$ cat src/rtl/fcf_pkg.sv
package fcf_pkg;

    // Hit count saturates at 3: anything above two hits is rejected anyway.
    typedef logic [1:0] hitcnt_t;

    typedef enum logic {
        BANK_IDLE = 1'b0,
        BANK_BUSY = 1'b1
    } bank_state_e;

    function automatic hitcnt_t sat_add(input hitcnt_t a, input hitcnt_t b);
        logic [2:0] sum;
        sum = {1'b0, a} + {1'b0, b};
        return (sum > 3'd3) ? 2'd3 : sum[1:0];
    endfunction

endpackage

$ cat src/rtl/fcf_seg_scan.sv
module fcf_seg_scan
    import fcf_pkg::*;
#(
    parameter int SEG_W = 32,
    localparam int IDX_W = $clog2(SEG_W)
) (
    input  logic [SEG_W-1:0] seg,
    output hitcnt_t          cnt,
    output logic [IDX_W-1:0] first_idx,
    output logic [IDX_W-1:0] last_idx
);

    always_comb begin
        cnt       = '0;
        first_idx = '0;
        last_idx  = '0;
        for (int i = 0; i < SEG_W; i++) begin
            cnt = sat_add(cnt, {1'b0, seg[i]});
            if (seg[i]) last_idx = IDX_W'(i);
        end
        for (int i = SEG_W - 1; i >= 0; i--) begin
            if (seg[i]) first_idx = IDX_W'(i);
        end
    end

endmodule

$ cat src/rtl/fcf_bank.sv
module fcf_bank
    import fcf_pkg::*;
#(
    parameter int BANK_STRIPS = 128,
    parameter int SEG_W       = 32,
    parameter int FAST_PER_BC = 4,
    parameter int LAT_BC      = 4
) (
    input  logic                   clk,
    input  logic                   rst,
    input  logic                   tick,
    input  logic                   en,
    input  logic [BANK_STRIPS-1:0] strips,
    output logic                   ser
);

    localparam int ADDR_W = $clog2(BANK_STRIPS);
    localparam int IDX_W  = $clog2(SEG_W);
    localparam int NSEG   = BANK_STRIPS / SEG_W;
    localparam int WORD_W = ADDR_W + 2;
    localparam int TX0    = LAT_BC * FAST_PER_BC;
    localparam int LAST   = TX0 + WORD_W - 1;
    localparam int CNT_W  = $clog2(LAST + 1);
    localparam logic [CNT_W-1:0] TX_LOAD = CNT_W'(TX0 - 1);
    localparam logic [CNT_W-1:0] TX_END  = CNT_W'(LAST);

    bank_state_e             state;
    logic [CNT_W-1:0]        cnt;
    logic [BANK_STRIPS-1:0]  cap;
    hitcnt_t                 acc_cnt;
    logic [ADDR_W-1:0]       acc_first, acc_last;
    logic [WORD_W-1:0]       shreg;
    logic                    tx;

    // Segment selection for the current scan step
    logic [SEG_W-1:0]  seg;
    logic              scanning;
    logic [ADDR_W-1:0] seg_base;

    always_comb begin
        seg = '0;
        for (int s = 0; s < NSEG; s++) begin
            if (cnt == CNT_W'(s)) seg = cap[s*SEG_W +: SEG_W];
        end
    end

    assign scanning = (state == BANK_BUSY) && (cnt < CNT_W'(NSEG));
    assign seg_base = ADDR_W'(32'(cnt) * SEG_W);

    hitcnt_t          seg_cnt;
    logic [IDX_W-1:0] seg_first, seg_last;

    fcf_seg_scan #(.SEG_W(SEG_W)) u_scan (
        .seg       (seg),
        .cnt       (seg_cnt),
        .first_idx (seg_first),
        .last_idx  (seg_last)
    );

    // Acceptance: one strip, or two neighbours and nothing else
    logic              accept;
    logic [WORD_W-1:0] word;

    always_comb begin
        accept = (acc_cnt == 2'd1) ||
                 ((acc_cnt == 2'd2) && (acc_last == acc_first + ADDR_W'(1)));
        word   = accept ? {1'b1, acc_first, (acc_cnt == 2'd2)} : '0;
    end

    always_ff @(posedge clk) begin
        if (rst) begin
            state     <= BANK_IDLE;
            cnt       <= '0;
            cap       <= '0;
            acc_cnt   <= '0;
            acc_first <= '0;
            acc_last  <= '0;
            shreg     <= '0;
            tx        <= 1'b0;
        end else begin
            case (state)
                BANK_IDLE: begin
                    if (tick && en) begin
                        cap       <= strips;
                        state     <= BANK_BUSY;
                        cnt       <= '0;
                        acc_cnt   <= '0;
                        acc_first <= '0;
                        acc_last  <= '0;
                    end
                end
                BANK_BUSY: begin
                    cnt <= cnt + CNT_W'(1);
                    if (scanning && (seg_cnt != 2'd0)) begin
                        acc_cnt  <= sat_add(acc_cnt, seg_cnt);
                        acc_last <= seg_base + ADDR_W'(seg_last);
                        if (acc_cnt == 2'd0) acc_first <= seg_base + ADDR_W'(seg_first);
                    end
                    if (cnt == TX_LOAD) begin
                        shreg <= word;
                        tx    <= 1'b1;
                    end else if (tx) begin
                        shreg <= shreg << 1;
                    end
                    if (cnt == TX_END) begin
                        state <= BANK_IDLE;
                        tx    <= 1'b0;
                        cnt   <= '0;
                    end
                end
                default: state <= BANK_IDLE;
            endcase
        end
    end

    assign ser = tx & shreg[WORD_W-1];

    AST_IDLE_WITHOUT_TICK: assert property (@(posedge clk) disable iff (rst)
        (state == BANK_IDLE && !(tick && en)) |=> (state == BANK_IDLE));
    AST_HOLD_WHILE_BUSY: assert property (@(posedge clk) disable iff (rst)
        (state == BANK_BUSY) |=> $stable(cap));
    AST_TX_ON_TIME: assert property (@(posedge clk) disable iff (rst)
        (state == BANK_BUSY && cnt == TX_LOAD) |=> tx);
    AST_INVALID_IS_ZERO: assert property (@(posedge clk) disable iff (rst)
        ($rose(tx) && !shreg[WORD_W-1]) |-> (shreg == '0));
    AST_QUIET_IDLE: assert property (@(posedge clk) disable iff (rst)
        (state == BANK_IDLE) |-> !ser);

endmodule

$ cat src/rtl/fast_cluster_finder.sv
module fast_cluster_finder
    import fcf_pkg::*;
#(
    parameter int N_BANKS     = 2,
    parameter int BANK_STRIPS = 128,
    parameter int SEG_W       = 32,
    parameter int FAST_PER_BC = 4,
    parameter int LAT_BC      = 4
) (
    input  logic                           clk,
    input  logic                           rst,
    input  logic                           bc_tick,
    input  logic [N_BANKS-1:0]             bank_en,
    input  logic [N_BANKS*BANK_STRIPS-1:0] strips,
    output logic [N_BANKS-1:0]             cluster_ser
);

    for (genvar b = 0; b < N_BANKS; b++) begin : g_bank
        fcf_bank #(
            .BANK_STRIPS (BANK_STRIPS),
            .SEG_W       (SEG_W),
            .FAST_PER_BC (FAST_PER_BC),
            .LAT_BC      (LAT_BC)
        ) u_bank (
            .clk    (clk),
            .rst    (rst),
            .tick   (bc_tick),
            .en     (bank_en[b]),
            .strips (strips[b*BANK_STRIPS +: BANK_STRIPS]),
            .ser    (cluster_ser[b])
        );
    end

    AST_RESET_QUIET: assert property (@(posedge clk)
        rst |=> (cluster_ser == '0));

endmodule

$ cat config.mk
export PLATFORM = sky130hd
export DESIGN_NAME = fast_cluster_finder
export DESIGN_NICKNAME = d
export VERILOG_FILES = /design/src/rtl/fcf_pkg.sv /design/src/rtl/fcf_seg_scan.sv /design/src/rtl/fcf_bank.sv /design/src/rtl/fast_cluster_finder.sv
export SDC_FILE = /design/constraint.sdc
export NUM_CORES = 1
export LEC_CHECK = 0
export BUFFER_PORTS_ARGS = -buffer_cell sky130_fd_sc_hd__clkbuf_2
export CORE_ASPECT_RATIO = 1.2
export CORE_MARGIN = 3
export CORE_UTILIZATION = 35
export CTS_CLUSTER_DIAMETER = 120
export DETAILED_ROUTE_END_ITERATION = 6
export PLACE_DENSITY = 0.63
export REMOVE_ABC_BUFFERS = 1
export SETUP_SLACK_MARGIN = 0.5
export SYNTH_ARGS = -nofsm -noshare
export SYNTH_HDL_FRONTEND = slang
export SYNTH_SLANG_ARGS = --single-unit
$ cat constraint.sdc
create_clock -name clk -period 22.6 [get_ports clk]
set_clock_uncertainty 0.2 [all_clocks]
set_input_delay 1.13 -clock clk [delete_from_list [all_inputs] [get_ports clk]]
set_output_delay 1.13 -clock clk [all_outputs]
set_load 0.01 [all_outputs]
# ---- After elaboration in Yosys (flattened, before gate mapping)
# Cells that the tools add are included.
dict set report word_totals {
  register_bits 320
  latch_bits 0
  ram_bits 0
  mem_bits_ro 0
  input_bits 261
  output_inout_bits 2
  elab_cells 452
  n_memories 0
}
dict set report classes {
  add_sub_neg 72
  n_mul 0
  div_mod_pow 0
  n_lt_le_gt_ge 68
  n_eq_ne 22
  shifts 0
  n_mux 240
  n_bitwise 4
  reduce_logical 30
}
# operator n
set op_table {}
lappend op_table {{5-bit two-way mux} 128}
lappend op_table {{32-bit two-way mux} 8}
lappend op_table {{3-bit by 2-bit > comparator with 1-bit output, second input constant} 64}
lappend op_table {{2-bit by 1-bit adder with 3-bit output} 62}
lappend op_table {{2-bit two-way mux} 70}
lappend op_table {{7-bit two-way mux} 8}
lappend op_table {{7-bit one-hot mux with 2 select lines} 4}
lappend op_table {{9-bit two-way mux} 6}
lappend op_table {{7-bit by 5-bit adder with 7-bit output} 4}
lappend op_table {{5-bit by 2-bit == test with 1-bit output, second input constant} 4}
lappend op_table {{5-bit one-hot mux with 2 select lines} 2}
lappend op_table {{2-bit AND reduction} 8}
lappend op_table {{7-bit by 1-bit adder with 7-bit output, second input constant} 2}
lappend op_table {{7-bit == test} 2}
lappend op_table {{2-bit nonzero test} 6}
lappend op_table {{5-bit by 1-bit adder with 5-bit output, second input constant} 2}
lappend op_table {{5-bit by 1-bit == test with 1-bit output, second input constant} 2}
lappend op_table {{5-bit by 4-bit == test with 1-bit output, second input constant} 2}
lappend op_table {{5-bit == test, second input constant} 2}
lappend op_table {{5-bit logical NOT} 2}
lappend op_table {{5-bit by 3-bit less-than comparator with 1-bit output, second input constant} 2}
lappend op_table {{1-bit two-way mux} 10}
lappend op_table {{1-bit logical AND} 8}
lappend op_table {{2-bit inequality test, second input constant} 4}
lappend op_table {{12 further kinds} 24}

# ---- Depth between registers and ports, before layout
# Gate-level depths: netlist (run 1).
dict set report logic_depth {
  word_depth 105
  ltp_mapped 89
  ltp_nobuf 86
}

# ---- Cells and area by module
# Synthesis (run 1) repeated with hierarchy kept, for this count alone.
dict set report unflattened {
  cells_unflattened 2400
  hier_area_um2 17649.4
}
# module n_inst cells_each area_each_um2
set by_module_without_submodules {}
lappend by_module_without_submodules {fcf_bank 2 980 7362.1}
lappend by_module_without_submodules {{fcf_seg_scan (g_bank[1].u_bank.u_scan)} 1 227 1485.2}
lappend by_module_without_submodules {{fcf_seg_scan (g_bank[0].u_bank.u_scan)} 1 213 1440.1}

# ---- Worst setup path after synthesis (run 1)
# No wires, ideal clock.
dict set report synth_timing {
  path_type {register -> register}
  start {register g_bank[0].u_bank.cnt[0]}
  end {register g_bank[0].u_bank.acc_first[3]}
  setup_time_ns 0.059
  arrival_time_ns 15.851
  required_ns 22.341
  slack_ns 6.490
  stages_incl_launch_ff 72
  period_less_slack_ns 16.110
  path_cell_list {dfxtp_1 inv_1 ha_1 clkbuf_1 clkbuf_1 clkbuf_1 a221o_1 a32oi_1 inv_1 fa_1 ha_1 a21o_1 ha_1 nand2b_1 ha_1 or4_4 a21o_1 ha_1 [36 not listed] ha_1 nand2b_1 ha_1 or3_1 or4_1 buf_2 a21o_1 ha_1 nand2b_1 ha_1 nand2b_1 ha_1 or3_1 o211ai_4 or3_4 a211o_4 nor3_1 a22o_1}
}
dict set report synth_via {
  elab_chain_len 104
  elab_cells_between_ends 145
  classes_between {32 x add/sub; 33 x order compare; 4 x eq/ne; 71 x mux; 5 x reduce/logical}
}
# element line_no
set synth_lines {}
lappend synth_lines {{start, declared} fcf_bank.sv:28} ;# logic [CNT_W-1:0] cnt;
lappend synth_lines {{start signal, assigned} fcf_bank.sv:93} ;# cnt <= cnt + CNT_W'(1);
lappend synth_lines {{5-bit logical NOT} fcf_bank.sv:43} ;# if (cnt == CNT_W'(s)) seg = cap[s*SEG_W +: SEG_W];
lappend synth_lines {{32-bit two-way mux (4 in a row)} fcf_bank.sv:43}
lappend synth_lines {{1-bit by 2-bit > comparator with 1-bit output} fcf_pkg.sv:14} ;# return (sum > 3'd3) ? 2'd3 : sum[1:0];
lappend synth_lines {{2-bit two-way mux} fcf_pkg.sv:14}
lappend synth_lines {{2-bit by 1-bit adder with 3-bit output} fcf_pkg.sv:13} ;# sum = {1'b0, a} + {1'b0, b};
lappend synth_lines {{3-bit by 2-bit > comparator with 1-bit output} fcf_pkg.sv:14}
lappend synth_lines {{2-bit two-way mux} fcf_pkg.sv:14}
lappend synth_lines {{2-bit by 1-bit adder with 3-bit output} fcf_pkg.sv:13}
lappend synth_lines {{[85 not listed]} --}
lappend synth_lines {{2-bit two-way mux} fcf_pkg.sv:14}
lappend synth_lines {{2-bit by 1-bit adder with 3-bit output} fcf_pkg.sv:13}
lappend synth_lines {{3-bit by 2-bit > comparator with 1-bit output} fcf_pkg.sv:14}
lappend synth_lines {{2-bit two-way mux} fcf_pkg.sv:14}
lappend synth_lines {{2-bit nonzero test} fcf_bank.sv:94} ;# if (scanning && (seg_cnt != 2'd0)) begin
lappend synth_lines {{1-bit logical AND} fcf_bank.sv:94}
lappend synth_lines {{2-bit inequality test (no line)} --}
lappend synth_lines {{3-bit AND reduction (no line)} --}
lappend synth_lines {{end signal, assigned} fcf_bank.sv:97} ;# if (acc_cnt == 2'd0) acc_first <= seg_base + ADDR_W'(seg_first);
lappend synth_lines {{end, declared} fcf_bank.sv:31} ;# logic [ADDR_W-1:0] acc_first, acc_last;
# Several ways; a longest one is shown, not always the timed one. The select of a mux whose other input is x is not followed.
# A chain may end at the register's enable or synchronous reset.

# ---- Worst setup path after layout (run 1)
dict set report layout_timing {
  start {register g_bank[0].u_bank.cnt[0]}
  end {register g_bank[0].u_bank.acc_first[4]}
}
# Same word-level chain as after synthesis.

==> results of run 1 <==
critical path, delay by kind of cell (launching register included):
kind	cells	cell delay [ps]
compound gates	16	3340
fa+ha+maj	24	6070
buf+inv	2	600
flops	1	500
simple gates	26	6700
flip-flops by register name (all words and copies together) (netlist names):
name,cells
g_bank.u_bank.acc_last,14
g_bank.u_bank.cap,256
g_bank.u_bank.state,2
g_bank.u_bank.tx,2
g_bank.u_bank.acc_first,14
g_bank.u_bank.cnt,10
g_bank.u_bank.shreg,18
g_bank.u_bank.acc_cnt,4
cell type report:
type                    count  area (µm²)
fillers                  5169       28800
well taps                 637         797
inverters                  80         300
repair buffers            287        1510
clock buffers              55        1130
multi-input cells        1807       10200
flip-flops and latches    320        6410
clock inverters            11         118
power by group through the flow:
stage,Sequential (mW),Combinational (mW),Clock [mW]
detailed placement,0.629,0.561,0
global route,0.621,0.646,0.648
finish,0.617,0.562,0.610
floorplan,0.621,0.408,0
CTS,0.617,0.566,0.628
global placement,0.628,0.537,0
layer usage:
metal,track usage,vias up,wire (µm)
li1,-,8554,-
met1,0.232,7932,22300
met2,0.355,413,27000
met3,0.0314,111,2420
met4,0.0695,0,1760
met5,0,-,0
placed cells by master, fill, tap and decap left out, types with 9 or more instances in the layout:
cell type	n
and2_1	20
ha_1	68
or3_1	20
a221oi_1	18
a32oi_1	21
a211oi_1	25
a221o_1	12
clkbuf_16	39
inv_1	79
a21o_1	32
nor3_1	38
nand2b_1	38
and3_1	10
o21ai_0	74
dfxtp_1	320
nand3b_1	43
a31oi_1	26
o211ai_1	13
or2_2	11
nand2_1	604
nor2_1	84
a21oi_1	371
nor2b_1	56
xnor2_1	15
buf_4	25
clkbuf_8	9
nand3_1	39
clkbuf_2	261
o31ai_1	16
per-stage QoR:
stage | setup WS [ps] | std cells | instance area [µm²] | util
finish | 5150 | 3197 | 20400 | 0.415
global route | 4180 | 3197 | 20400 | 0.415
CTS | 5190 | 3197 | 20400 | 0.415
detailed placement | 5260 | 3131 | 19200 | 0.389
global placement | 5660 | 3131 | 19200 | 0.389
floorplan | 5460 | 2207 | 16800 | -
how the worst min path moves through the flow:
| stage | from | endpoint | slack (ps) | cells after the start |
|---|---|---|---|---|
| floorplan | g_bank[1].u_bank.cap[98] | g_bank[1].u_bank.cap[98] | 230 | 2 |
| global placement | g_bank[0].u_bank.cap[121] | g_bank[0].u_bank.cap[121] | 240 | 2 |
| detailed placement | g_bank[0].u_bank.cap[101] | g_bank[0].u_bank.cap[101] | 240 | 2 |
| CTS | g_bank[0].u_bank.cap[101] | g_bank[0].u_bank.cap[101] | 250 | 2 |
| global route | g_bank[0].u_bank.cap[78] | g_bank[0].u_bank.cap[78] | 270 | 2 |
| finish | g_bank[1].u_bank.cap[115] | g_bank[1].u_bank.cap[115] | 250 | 2 |
logic make-up (layout without fill, tap and decap cells):
group | count (synthesis) | in the layout | share of synthesized area
adders and majority gates | 76 | 76 | 0.0562
muxes | 7 | 7 | 0.00402
buffers and inverters | 247 | 433 | 0.0539
xor gates and xnor gates | 23 | 23 | 0.0115
and+or+nand+nor | 1009 | 1009 | 0.265
DFF | 320 | 320 | 0.367
AOI/OAI and AO/OA | 692 | 692 | 0.242
==> impl_metrics.tcl, run 1 <==
set metrics [dict create \
    grt_pass1_wl_um 85800 \
    cts_buffer_depth 3 \
    fin_nets 2870 \
    yosys-top-cells-area "dfxtp_1, nand2_1, a21oi_1" \
    worstReg2RegStart "g_bank[0].u_bank.cnt[0]" \
    num_rows 89 \
    synth.distinct_cells 71 \
    clock-sinks 320 \
    crit_required_ps 22890 \
    antenna_found_initial 0 \
    vias 17010 \
    hp-class "register to register" \
    clock-root-buffer "clkbuf_16" \
    tns_ps 0 \
    reg2reg_depth 68 \
    grt_max_degree 106 \
    finalPower_mw 1.79 \
    synth.ff_latch_count 320 \
    path_common_cell "ha_1" \
    cell_internal_pwr_mw 1.22 \
    synthToLayoutAreaGrowth_pct 16.9 \
    antennaDiodeCount 0 \
    port_buffers 262 \
    crit_path_start_kind "register" \
    cp-end-kind "register" \
    clockPowerShare 0.341 \
    critPathSlowestCell "or4_1" \
    comb_power_share 0.314 \
    htree_levels 2 \
    yosys.area.top_type "dfxtp_1" \
    fin_crit_sh 0.772 \
    period_needed_ps 17450 \
    critical_path.endpoint "g_bank[0].u_bank.acc_first[4]" \
    avgSynthCellArea_um2 7.35 \
    die_h_um 251 \
    ys_top_cells_by_count "nand2_1, a21oi_1, dfxtp_1, clkbuf_1, nor2_1" \
    cts_tree "yes" \
    synthArstFlopShare 0 \
    final_max_slew_viol_count 0 \
    clk_latency_ps 550 \
    yosys_warnings 0 \
    crit_fanout 63 \
    place_hpwl_um 38600 \
    drtIter0Drc 879 \
    fmax_mhz 57.3 \
    power_switching_mw 0.571 \
    timing.critical_path.arrival_ps 17750 \
    post_cts_resized 0 \
    whs_ps 249 \
    overflow 0 \
    die_x_um 210 \
    drc 0 \
    relSlewSlack 0.236 \
    synth-edff-count 0 \
    cts_buffers 37 \
    critPathLaunch "g_bank[0].u_bank.cnt[0]" \
    drt_wl_total_um 53400 \
    leakage_nw 8.64 \
    netlist.area_leader.share 0.367 \
    dieArea_um2 52600 \
    final-setup-viol-count 0 \
    grt_pass1_vias 16813 \
    grt_usage 0.196 \
    drive_gt1_frac 0.147 \
    dr.pass1.iters 4 \
    rsz0062_at_grt "no" \
    power-per-cell-area_nw_per_um2 87.7 \
    status "finished, final reports clean" \
    clk_pin_slew_ps 60 \
    yosysSeqAreaShare 0.367 \
    coreArea_um2 49200 \
    pwr-share-seq 0.345 \
    start_util 0.355 \
    hold_violations 0 \
    max-vdd-ir-drop_mv 0.0567 \
    path_class "register to register" \
    drv_cap 0 \
    gp_congestion 0.874 \
    worstReg2RegEnd "g_bank[0].u_bank.acc_first[4]" \
    syn_area_um2 17500 \
    viasPerCell 5.32 \
    sw_frac_of_total 0.319 \
    ios 263 \
    yosysMostFrequentCell "nand2_1" \
    wl_per_cell_um 16.7 \
    tightest_slew_ps 1150 \
    cts_hold_buf 0 \
    cpPeakStageDelay_ps 560 \
    cts_setup_buffers 0 \
    netlist_instances 2374 \
    ant_nets 0 \
    ys.flop_type "dfxtp_1" \
    worst-r2r-setup-slack_ps 5150 \
]
Note: power is estimated with default switching activity, not from simulation.
==> run 2, diff against run 1 <==
- clock period: 22.6 -> 17.5 ns (I/O delays scaled with it)
==> run 2 against run 1 <==
Net effect: the run now ends with design-rule violations left; worst setup slack lost 4000 ps; via count grew 1.5%; register-to-register slack lost 4000 ps; first-iteration DRC count grew 27%; utilization grew 0.71 points; routed wire length grew 0.28%; sequential share of layout area shrank 0.48 points; clock power grew 25%; final area grew 1.7%; non-clock buffer count grew 23; highest routed layer unchanged.
==> impl_metrics.tcl, run 2 (synthesis results as in run 1) <==
set metrics [dict create \
    status "finished with violations" \
    failed_checks "design-rule violations" \
    grt_max_degree 127 \
    cts_tree "yes" \
    drt_wl_total_um 53600 \
    place_hpwl_um 38400 \
    clk_pin_slew_ps 60 \
    ant_nets 0 \
    cp_num_cells 67 \
    fin_nets 2894 \
    htree_levels 2 \
    final_cell_mix "nand2_1, a21oi_1, dfxtp_1" \
    hp-class "register to register" \
    synthToLayoutAreaGrowth_pct 18.9 \
    critPathSlowestCell "or4_4" \
    final_max_slew_viol_count 0 \
    crit_required_ps 17790 \
    antenna_found_initial 0 \
    antennaDiodeCount 0 \
    final_common_cell "nand2_1" \
    num_rows 89 \
    grt_pass1_wl_um 85300 \
    relSlewSlack 0.243 \
    tns_ps 0 \
    rsz0062_at_grt "no" \
    drtIter0Drc 1117 \
    largestRegisters "g_bank.u_bank.cap: 256 flops, g_bank.u_bank.shreg: 18 flops" \
    clk_latency_ps 550 \
    clock-root-buffer "clkbuf_16" \
    coreArea_um2 49200 \
    die_x_um 210 \
    clock-sinks 320 \
    regMostFlops "g_bank.u_bank.cap" \
    vias 17272 \
    dr.pass1.iters 7 \
    fmax_mhz 61.1 \
    drv_cap 0 \
    gp_congestion 0.893 \
    crit_fanout 7 \
    tightest_slew_ps 1110 \
    final-setup-viol-count 0 \
    largest_reg_flops 256 \
    cts_buffer_depth 3 \
    timing.critical_path.arrival_ps 16670 \
    grt_usage 0.194 \
    drc 2 \
    whs_ps 249 \
    wl_per_cell_um 16.6 \
    max-vdd-ir-drop_mv 0.0743 \
    setup_slack_ps 1130 \
    drive_gt1_frac 0.170 \
    start_util 0.355 \
    grt_pass1_vias 16895 \
    reg2reg_depth 67 \
    dp_slack_ps 290 \
    fin_crit_sh 0.936 \
    power-per-cell-area_nw_per_um2 114 \
    cpPeakStageDelay_ps 500 \
    hold_violations 0 \
    path_delay_family "adder cells" \
    overflow 0 \
    die_h_um 251 \
    cts_buffers 37 \
    whs_path_depth 2 \
    cp-end-kind "register" \
    period_needed_ps 16370 \
    critPathBufInv 2 \
    ios 263 \
    viasPerCell 5.36 \
    path_common_cell "ha_1" \
    dieArea_um2 52600 \
    port_buffers 262 \
    path_class "register to register" \
    crit_path_start_kind "register" \
    leakage_nw 8.73 \
]
## run 2: cell count changes in the layout (fill, tap and decap cells not counted), sizes merged
cell / change
buf: +23
clkbuf: -4
o211ai: +1
inv: +1
clkinv: -1
clkinvlp: +3
## run 2: worst paths after layout
check / startpoint / endpoint / slack, ps
worst max register to register: g_bank[0].u_bank.cnt[0] / g_bank[0].u_bank.acc_first[4] / 1130
worst min register to register: g_bank[0].u_bank.cap[104] / g_bank[0].u_bank.cap[104] / 250
worst max-delay path: g_bank[0].u_bank.cnt[0] / g_bank[0].u_bank.acc_first[4] / 1130
worst min-delay path: g_bank[0].u_bank.cap[104] / g_bank[0].u_bank.cap[104] / 250
## run 2: area by class of cell
type,instances,area (µm²)
timing repair buffer,310,1690
clock inverter,14,145
inverter,80,304
tap,637,797
fill,5074,28500
sequential,320,6420
clock buffer,51,1030
multi-input combinational,1808,10400
## run 2: per-layer routing
layer	up-vias	GRT usage	routed length (µm)
met4	0	0.0613	1510
li1	8595	-	-
met3	99	0.0299	2270
met5	-	0	0
met1	8172	0.230	22000
met2	406	0.357	27700
## run 2: through the flow
stage,total power [mW],cell area [µm²],util,instances
6_report,2.36,20800,0.422,3220
3_5_place_dp,1.54,19200,0.390,3134
4_1_cts,2.32,20400,0.414,3199
5_1_grt,2.53,20800,0.422,3220
2_1_floorplan,1.33,16800,-,2207
3_3_place_gp,1.50,19200,0.390,3134
## run 2: repair_timing
item / in CTS / in global routing
setup buffers: 0 / 20
resized for setup: 6 / 49
hold buffers: 0 / 0
endpoints found under the setup margin: 14 / 32
cloned: 0 / 1
pin swaps: 0 / 15
## run 2: report_power, final
part	leakage (nW)	internal (mW)	switching (mW)	total [mW]
Combinational	5.55	0.383	0.418	0.801
Clock	0.565	0.443	0.320	0.764
Sequential	2.61	0.767	0.0307	0.798
## run 2: worst min-delay path, stage by stage (launching register included)
cell     delay (ps)
dfxtp_1         300
nand2_1          50
a21oi_1          50
==> run 3, diff against run 2 <==
- CTS_BUF_LIST: not set -> sky130_fd_sc_hd__clkbuf_4
- RECOVER_POWER: not set -> 25
- SLEW_MARGIN: not set -> 20
==> run 3 against run 2 <==
Net effect: the flow finishes with violations (max-capacitance violations, max-slew violations); final cell count grew 8.3%; die area is the same; utilization rose by 3.5 points; first-iteration DRC count shrank 6.0%; worst hold slack worse by 150 ps; sequential cell count unchanged; critical endpoint unchanged; largest cell class unchanged.
==> impl_metrics.tcl, run 3 (synthesis results as in run 1) <==
set metrics [dict create \
    start_util 0.355 \
    period_needed_ps 16450 \
    cts_buffer_depth 3 \
    failed_checks "max-capacitance violations, max-slew violations" \
    hold_violations 0 \
    drt_wl_total_um 56400 \
    status "finished with violations" \
    overflow 0 \
    grt_max_degree 127 \
    ant_nets 0 \
    largestRegisters "g_bank.u_bank.cap: 256 flops, g_bank.u_bank.shreg: 18 flops" \
    whs_ps 93.9 \
    synthToLayoutAreaGrowth_pct 28.9 \
    rsz0062_at_grt "no" \
    regMostFlops "g_bank.u_bank.cap" \
    ios 263 \
    place_hpwl_um 38400 \
    crit_required_ps 18090 \
    clk_pin_slew_ps 60 \
    hp-class "input port to register" \
    critPathSlowestCell "or4_4" \
    final-setup-viol-count 0 \
    tightest_slew_ps 4380 \
    port_buffers 262 \
    grt_usage 0.206 \
    drtIter0Drc 1050 \
    htree_levels 3 \
    fin_nets 3129 \
    drive_gt1_frac 0.182 \
    coreArea_um2 49200 \
    num_rows 89 \
    grt_pass1_wl_um 90100 \
    gp_congestion 0.893 \
    cts_tree "yes" \
    antenna_found_initial 1 \
    clock-root-buffer "clkbuf_4" \
    path_common_cell "ha_1" \
    wl_met3_um 2500 \
    largest_reg_flops 256 \
    tns_ps 0 \
    crit_fanout 7 \
    dr.max_layer_used "met4" \
    viasPerCell 5.27 \
    final_cell_mix "nand2_1, a21oi_1, dfxtp_1" \
    cts_buffers 89 \
    post_dp_cell_area_um2 19200 \
    route.met2.wl_um 29700 \
    drc 0 \
    finalPower_mw 2.31 \
    dr.pass1.iters 7 \
    nFillCells 4904 \
    wl_per_cell_um 16.2 \
    fin_crit_sh 0.940 \
    cpPeakStageDelay_ps 500 \
    timing.critical_path.arrival_ps 17040 \
    layoutNonFillerInstCount 3486 \
    cp-end-kind "register" \
    drv_cap 2 \
    fmax_mhz 60.8 \
    power-per-cell-area_nw_per_um2 103 \
    final_max_slew_viol_count 141 \
    final_common_cell "nand2_1" \
    leakage_nw 9.57 \
    seq_area_um2 6420 \
    max-vdd-ir-drop_mv 0.0521 \
    grt_pass1_vias 18405 \
    post-route-cell-area_um2 22500 \
    wl_met1_um 22400 \
    relSlewSlack -1.92 \
    multi_input_area_um2 10400 \
    crit_path_start_kind "register" \
    die_h_um 251 \
    place_inst 3134 \
    dieArea_um2 52600 \
    die_x_um 210 \
    path_class "register to register" \
    clock-sinks 320 \
    vias 18375 \
    clk_latency_ps 830 \
]
==> run 3: area by class of cell <==
cell class	count	area share
repair buffers	493	0.157
diodes	1	0.000111
clock buffers	127	0.0424
inverters	80	0.0135
multi-input cells	1808	0.461
well taps	637	0.0354
flip-flops and latches	320	0.285
clock inverters	20	0.00551
==> run 3: worst paths after layout <==
| kind | start | endpoint | slack (ps) | cells past startpoint |
|---|---|---|---|---|
| hold reg to reg | g_bank[0].u_bank.cap[104] | g_bank[0].u_bank.cap[104] | 250 | 2 |
| setup reg to reg | g_bank[0].u_bank.cnt[1] | g_bank[0].u_bank.acc_first[4] | 1050 | 67 |
| hold / removal | strips[113] | g_bank[0].u_bank.cap[113] | 90 | 3 |
| setup / recovery | g_bank[0].u_bank.cnt[1] | g_bank[0].u_bank.acc_first[4] | 1050 | 67 |
==> run 3: power breakdown <==
part	total (mW)	switching (mW)	leakage (nW)	internal [mW]
Clock	0.668	0.322	0.644	0.346
Combinational	0.846	0.430	6.32	0.416
Sequential	0.798	0.0309	2.61	0.767
Total	2.31	0.783	9.57	1.53
==> run 3: what timing repair did <==
item                                    CTS  global route
endpoints found under the hold margin   183             0
gates resized for setup                   5            54
gates cloned                              0             1
setup buffers                             0            20
endpoints found under the setup margin   14            32
pin swaps                                 0            17
hold buffers                            183             0
==> run 3: through the flow <==
step	utilization	setup slack [ps]
floorplan	-	364
global placement	0.390	794
detailed placement	0.390	290
CTS	0.449	500
global route	0.457	330
finish	0.457	1050
==> run 3: worst max-delay path: cells and delay by family (launching register included) <==
kind	cells	cell delay, ps
flops	1	390
simple gates	23	5930
fa+ha+maj	25	6410
compound gates	17	3260
buf+inv	2	170
==> run 3: per-layer routing <==
metal / up-vias / track usage
met2: 501 / 0.382
met1: 8637 / 0.230
met4: 0 / 0.0917
met3: 118 / 0.0339
li1: 9119 / -
met5: - / 0
